<file path="config.mk">
export PLATFORM = sky130hd
export DESIGN_NAME = uart_modem_ctl
export DESIGN_NICKNAME = d
export VERILOG_FILES = /design/src/rtl/uart_mcr_pkg.sv /design/src/rtl/mcr_reg.sv /design/src/rtl/modem_sync.sv /design/src/rtl/lpbk_mux.sv /design/src/rtl/msr_track.sv /design/src/rtl/uart_modem_ctl.sv
export SDC_FILE = /design/constraint.sdc
export NUM_CORES = 1
export LEC_CHECK = 0
export BUFFER_PORTS_ARGS = -buffer_cell sky130_fd_sc_hd__buf_2
export CAP_MARGIN = 20
export CORE_UTILIZATION = 32
export DETAILED_ROUTE_END_ITERATION = 10
export MAX_ROUTING_LAYER = met4
export SLEW_MARGIN = 20
export SYNTH_ARGS = -nofsm -noshare
export SYNTH_HDL_FRONTEND = slang
export SYNTH_SLANG_ARGS = --single-unit
</file>
<file path="constraint.sdc">
create_clock -name clk -period 1.1 [get_ports clk]
set_input_delay 0 -clock clk [delete_from_list [all_inputs] [get_ports clk]]
set_output_delay 0 -clock clk [all_outputs]
set_load 0.03 [all_outputs]
</file>
<file path="src/rtl/uart_mcr_pkg.sv">
package uart_mcr_pkg;
  // Control byte, bit 4 down to bit 0.
  typedef struct packed {
    logic loop;
    logic out2;
    logic out1;
    logic rts;
    logic dtr;
  } mcr_t;

  // Status levels, active high; packs into status read bits 7:4.
  typedef struct packed {
    logic dcd;
    logic ri;
    logic dsr;
    logic cts;
  } mstat_t;
endpackage

</file>
<file path="src/rtl/mcr_reg.sv">
module mcr_reg
  import uart_mcr_pkg::*;
#(
  parameter int ADDR_W  = 3,
  parameter int MCR_OFS = 4
) (
  input  logic              clk,
  input  logic              rst,
  input  logic              wr,
  input  logic [ADDR_W-1:0] addr,
  input  logic [7:0]        wdata,
  output mcr_t              mcr_q
);
  localparam logic [ADDR_W-1:0] SEL = ADDR_W'(MCR_OFS);

  // Upper data bits are reserved and dropped on write.
  logic unused_hi;
  assign unused_hi = ^wdata[7:5];

  always_ff @(posedge clk) begin
    if (rst)
      mcr_q <= '0;
    else if (wr && addr == SEL)
      mcr_q <= mcr_t'(wdata[4:0]);
  end
endmodule

</file>
<file path="src/rtl/modem_sync.sv">
module modem_sync
  import uart_mcr_pkg::*;
#(
  parameter int SYNC_STAGES = 2
) (
  input  logic       clk,
  input  logic       rst,
  input  logic [3:0] raw_n,   // {dcd, ri, dsr, cts}, active low
  output mstat_t     pin_st
);
  logic [3:0] stg [SYNC_STAGES];

  genvar s;
  generate
    for (s = 0; s < SYNC_STAGES; s++) begin : g_stage
      if (s == 0) begin : g_first
        always_ff @(posedge clk) begin
          if (rst) stg[0] <= 4'hF;
          else     stg[0] <= raw_n;
        end
      end else begin : g_next
        always_ff @(posedge clk) begin
          if (rst) stg[s] <= 4'hF;
          else     stg[s] <= stg[s-1];
        end
      end
    end
  endgenerate

  assign pin_st = mstat_t'(~stg[SYNC_STAGES-1]);
endmodule

</file>
<file path="src/rtl/lpbk_mux.sv">
module lpbk_mux
  import uart_mcr_pkg::*;
(
  input  logic   clk,
  input  logic   rst,
  input  mcr_t   mcr,
  input  logic   tsr_out,
  input  logic   rxd_pad,
  input  mstat_t pin_st,
  output logic   dtr_n_q,
  output logic   rts_n_q,
  output logic   txd_q,
  output logic   rsr_in,
  output mstat_t st
);
  mstat_t loop_st;

  always_comb begin
    loop_st.cts = mcr.rts;
    loop_st.dsr = mcr.dtr;
    loop_st.ri  = mcr.out1;
    loop_st.dcd = mcr.out2;
  end

  assign st     = mcr.loop ? loop_st : pin_st;
  assign rsr_in = mcr.loop ? tsr_out : rxd_pad;

  always_ff @(posedge clk) begin
    if (rst) begin
      dtr_n_q <= 1'b1;
      rts_n_q <= 1'b1;
      txd_q   <= 1'b1;
    end else begin
      dtr_n_q <= mcr.loop | ~mcr.dtr;
      rts_n_q <= mcr.loop | ~mcr.rts;
      txd_q   <= mcr.loop | tsr_out;
    end
  end
endmodule

</file>
<file path="src/rtl/msr_track.sv">
module msr_track
  import uart_mcr_pkg::*;
(
  input  logic       clk,
  input  logic       rst,
  input  mstat_t     st,
  input  logic       clr,
  input  logic       ier_ms,
  output mstat_t     st_q,
  output logic [3:0] delta,    // {ddcd, teri, ddsr, dcts}
  output logic       ms_irq
);
  logic [3:0] new_d;

  always_comb begin
    new_d[0] = st.cts ^ st_q.cts;
    new_d[1] = st.dsr ^ st_q.dsr;
    new_d[2] = st_q.ri & ~st.ri;
    new_d[3] = st.dcd ^ st_q.dcd;
  end

  always_ff @(posedge clk) begin
    if (rst) begin
      st_q  <= '0;
      delta <= '0;
    end else begin
      st_q  <= st;
      delta <= (clr ? 4'h0 : delta) | new_d;
    end
  end

  assign ms_irq = ier_ms & (|delta);
endmodule

</file>
<file path="src/rtl/uart_modem_ctl.sv">
module uart_modem_ctl
  import uart_mcr_pkg::*;
#(
  parameter int ADDR_W      = 3,
  parameter int MCR_OFS     = 4,
  parameter int MSR_OFS     = 6,
  parameter int SYNC_STAGES = 2
) (
  input  logic              clk,
  input  logic              rst,
  input  logic              bus_wr,
  input  logic              bus_rd,
  input  logic [ADDR_W-1:0] bus_addr,
  input  logic [7:0]        bus_wdata,
  output logic [7:0]        bus_rdata,
  input  logic              tsr_out,
  output logic              rsr_in,
  output logic              txd_pad,
  input  logic              rxd_pad,
  output logic              dtr_n_pad,
  output logic              rts_n_pad,
  input  logic              cts_n_pad,
  input  logic              dsr_n_pad,
  input  logic              ri_n_pad,
  input  logic              dcd_n_pad,
  input  logic              ier_ms,
  input  logic              ext_irq_req,
  output logic              irq_pad,
  output logic              irq_oe
);
  localparam logic [ADDR_W-1:0] MCR_SEL = ADDR_W'(MCR_OFS);
  localparam logic [ADDR_W-1:0] MSR_SEL = ADDR_W'(MSR_OFS);

  mcr_t       mcr_q;
  mstat_t     pin_st, st, st_q;
  logic [3:0] delta;
  logic       ms_irq;
  logic       msr_rd;
  logic [4:0] mcr_bits;

  assign msr_rd   = bus_rd && bus_addr == MSR_SEL;
  assign mcr_bits = mcr_q;

  mcr_reg #(.ADDR_W(ADDR_W), .MCR_OFS(MCR_OFS)) u_reg (
    .clk(clk), .rst(rst), .wr(bus_wr), .addr(bus_addr),
    .wdata(bus_wdata), .mcr_q(mcr_q)
  );

  modem_sync #(.SYNC_STAGES(SYNC_STAGES)) u_sync (
    .clk(clk), .rst(rst),
    .raw_n({dcd_n_pad, ri_n_pad, dsr_n_pad, cts_n_pad}),
    .pin_st(pin_st)
  );

  lpbk_mux u_mux (
    .clk(clk), .rst(rst), .mcr(mcr_q), .tsr_out(tsr_out),
    .rxd_pad(rxd_pad), .pin_st(pin_st), .dtr_n_q(dtr_n_pad),
    .rts_n_q(rts_n_pad), .txd_q(txd_pad), .rsr_in(rsr_in), .st(st)
  );

  msr_track u_msr (
    .clk(clk), .rst(rst), .st(st), .clr(msr_rd), .ier_ms(ier_ms),
    .st_q(st_q), .delta(delta), .ms_irq(ms_irq)
  );

  always_ff @(posedge clk) begin
    if (rst) begin
      bus_rdata <= '0;
      irq_pad   <= 1'b0;
      irq_oe    <= 1'b0;
    end else begin
      irq_oe  <= mcr_q.out2;
      irq_pad <= mcr_q.out2 & (ext_irq_req | ms_irq);
      if (bus_rd) begin
        if (bus_addr == MCR_SEL)      bus_rdata <= {3'b000, mcr_q};
        else if (bus_addr == MSR_SEL) bus_rdata <= {st_q, delta};
        else                          bus_rdata <= 8'h00;
      end
    end
  end
endmodule

</file>
==> impl_metrics.csv <==
group,metric,value,unit
layout,fillCellCount,368,
synth,yosys_warnings,0,
detailed_routing,drc,0,
synth,seq_area_frac_synth,0.5418,
synth,synthCells,124,
cts,cts-htree-levels,2,
worst_setup_path,worstPathBufferInverterCount,2,
global_routing,gr-max-usage-layer,"met2",
worst_setup_path,worst-endpoint-arrival,1200,ps
layout,antenna_cells,0,
pwr,p_int,1.852,mW
layout,finalNetCount,209,
cts,cts_root_buf,"clkbuf_8",
timing,timing.final.ws_setup,-95.22,ps
layout,fin_util,0.4818,
flow_run,drv_cap,0,
detailed_routing,firstDrtPassIters,4,
synth,avgSynthCellArea,10.13,um^2
pwr,p_clk_frac,0.351,
synth,synth_top_area_frac,0.5418,
detailed_routing,first_iter_violations,39,
synth,synth.largest_area_cell,"dfxtp_1",
timing,final_max_slew_viol_count,0,
timing,maxSlewHeadroom,0.7364,
layout,drive_above_1_share,0.3871,
pwr,p_switching,532.3,uW
global_routing,grt_pass1_wl,4.340,mm
worst_setup_path,critPathRequiredTime,1100,ps
synth,yosysUniqueCellTypes,24,
pwr,switching_share,0.2233,
worst_setup_path,end_kind,"output pin",
global_routing,grt.overflow.total,0,
worst_setup_path,setup.worst_path.start_class,"flip-flop",
detailed_routing,via_per_inst,4.406,
detailed_routing,routedWlPerCell,11.35,um
layout,area_growth,42.53,%
worst_setup_path,slowest_delay,380,ps
placed_design,io_buffers,33,
pwr,pwr-share-seq,0.540,
synth,synth_seq_cells,34,
hold_path,hp-class,"primary input to flip-flop",
cts,cts_tree,"done",
pwr,comb_power_share,0.108,
cts,insertion_delay,280,ps
synth,post-synth-top-count-cell,"dfxtp_1",
synth,synth.cell_area,1256,um^2
worst_setup_path,crit_family,"flip-flops",
pwr,p_leak,0.7646,nW
outcome,violations,"setup timing",
timing,max_freq,836.7,MHz
placed_design,dp_slack,-109.2,ps
synth,synth-main-ff-cell,"dfxtp_1",
synth,async_flop_share,0,
timing,worst_pin_slew,395.4,ps
global_routing,grtUsageMet3,0.04225,
cts,clkTransAtPathRegs,60,ps
global_routing,grt_util_met2,0.2474,
placed_design,dp_hpwl,1.929,mm
cts,cts.sinks,34,
worst_setup_path,worst-path-max-fanout,7,
timing,whs,121.1,ps
floorplan,die-area,4180,um^2
placed_design,place_congestion,0.7885,
global_routing,antenna_found_initial,0,
synth,syn-num-nets,147,
global_routing,gr-usage-all-layers,0.1450,
floorplan,core,3716,um^2
cts,post_cts_buffers,0,
worst_setup_path,crit_type,"flip-flop to output pin",
worst_setup_path,slowest_stage,"dfxtp_4",
global_routing,grt_max_degree,26,
placed_design,place_area,1560,um^2
timing,fin_crit_sh,1.087,
global_routing,grt_util_met1,0.1544,
timing,clock_skew,4.654,ps
synth,synth_edf_count,0,
floorplan,rows,22,
worst_setup_path,path_cells,"buf_6, mux2_4, buf_6",
timing,layout_min_cycle_time,1195,ps
layout,design_area,1790,um^2
global_routing,first_global_vias,1004,
floorplan,die_y,64.66,um
outcome,outcome,"finished with violations",
pwr,ir_worst_vdd,624.9,uV
synth,ys_top_cells_by_area,"dfxtp_1 54%, mux2i_1 8.0%, or2_2 4.0%, o21ai_0 3.6%, nand2_1 3.3%",
pwr,powerDensity,1332,nW/um^2
timing,rsz0062_at_grt,"yes",
worst_setup_path,crit_top_cell,"buf_6",
timing,setup_viol,5,
synth,netlist_top_cells_count,"34 x dfxtp_1, 11 x nand2_1, 11 x nor2_1",
floorplan,boundaryPins,37,
floorplan,initial_utilization,0.3380,
detailed_routing,totalWireLength,2.655,mm
cts,cts_made_buffers,5,
cts,clockBufferDepth,2,
floorplan,die_w,64.66,um
timing,hold_viol,0,
detailed_routing,vias,1031,
detailed_routing,ant_nets,0,
-- worst reg2reg max path: cells and delay by family (launching register included) --
| kind | cells | cell delay, ps |
|---|---|---|
| simple gates | 2 | 580 |
| flops | 1 | 310 |
| compound gates | 1 | 170 |
-- cell usage in the layout, fill, tap and decap left out, types with 2 or more instances in the layout --
| cell | n |
|---|---|
| a21oi_1 | 4 |
| a31oi_1 | 3 |
| and2b_1 | 3 |
| buf_2 | 32 |
| buf_4 | 14 |
| buf_6 | 3 |
| clkbuf_1 | 2 |
| clkbuf_8 | 5 |
| dfxtp_1 | 33 |
| dlygate4sd3_1 | 12 |
| mux2i_1 | 10 |
| nand2_1 | 11 |
| nor2_1 | 11 |
| nor2b_1 | 4 |
| nor2b_4 | 3 |
| nor3_1 | 4 |
| o21ai_0 | 8 |
| or2_2 | 8 |
| or3_1 | 4 |
-- routing by layer --
metal  up-vias  wire (um)
li1        539          -
met1       456       1115
met2        31       1362
met3         5        132
met4         0         44
met5         -          0
-- worst paths after layout --
path                            cells past startpoint  slack [ps]          endpoint        startpoint
worst max-delay path                                3        -100            rsr_in    u_reg.mcr_q[4]
worst min-delay path                                2         120    u_reg.mcr_q[2]               rst
worst max register to register                      3         -60           irq_pad    u_msr.delta[0]
worst min register to register                      1         410  u_sync.stg[1][0]  u_sync.stg[0][0]
-- flip-flops by register name (all words and copies together), names as in the netlist --
| name | flops |
|---|---|
| bus_rdata | 8 |
| u_sync.stg | 8 |
| u_reg.mcr_q | 5 |
| u_msr.delta | 4 |
| u_msr.st_q | 4 |
| irq_oe | 1 |
| irq_pad | 1 |
| u_mux.dtr_n_q | 1 |
| u_mux.rts_n_q | 1 |
| u_mux.txd_q | 1 |
-- per-stage QoR --
| stage | power, mW | TNS (ps) | cells |
|---|---|---|---|
| 6_report | 2.384 | -272.1 | 234 |
| 2_1_floorplan | 1.433 | 0 | 124 |
| 3_3_place_gp | 1.519 | -202.3 | 215 |
| 5_1_grt | 2.510 | -512.8 | 234 |
| 3_5_place_dp | 1.527 | -350.5 | 215 |
| 4_1_cts | 2.413 | -296.0 | 234 |
-- power by group through the flow --
stage	combinational, mW	clock (mW)	sequential [mW]
final	0.258	0.838	1.29
after global routing	0.281	0.937	1.29
after CTS	0.257	0.867	1.29
after detailed placement	0.210	0	1.32
after global placement	0.203	0	1.32
after floorplan	0.108	0	1.32
-- layout make-up --
type                    count  area (um^2)  area share
well taps                  48        60.06     0.03354
clock buffers               7        76.32     0.04263
repair buffers             61        419.2      0.2341
multi-input cells          83        546.8      0.3054
inverters                   1        3.754    0.002096
flip-flops and latches     34        684.4      0.3822
-- cells by family (layout without fill, tap and decap cells) --
logic type | Yosys count | count (layout) | share of synthesized area
simple gates | 55 | 55 | 0.2629
mux | 11 | 11 | 0.08865
buf+inv | 7 | 69 | 0.03585
flops | 34 | 34 | 0.5418
compound gates | 17 | 17 | 0.07071
-- what timing repair did --
action                     in CTS  in global routing
hold endpoints to repair       11                  0
resized for setup               8                  3
pin swaps                       4                  2
hold buffers                   12                  0
setup endpoints to repair       6                  6
(Power assumes the default switching activity.)
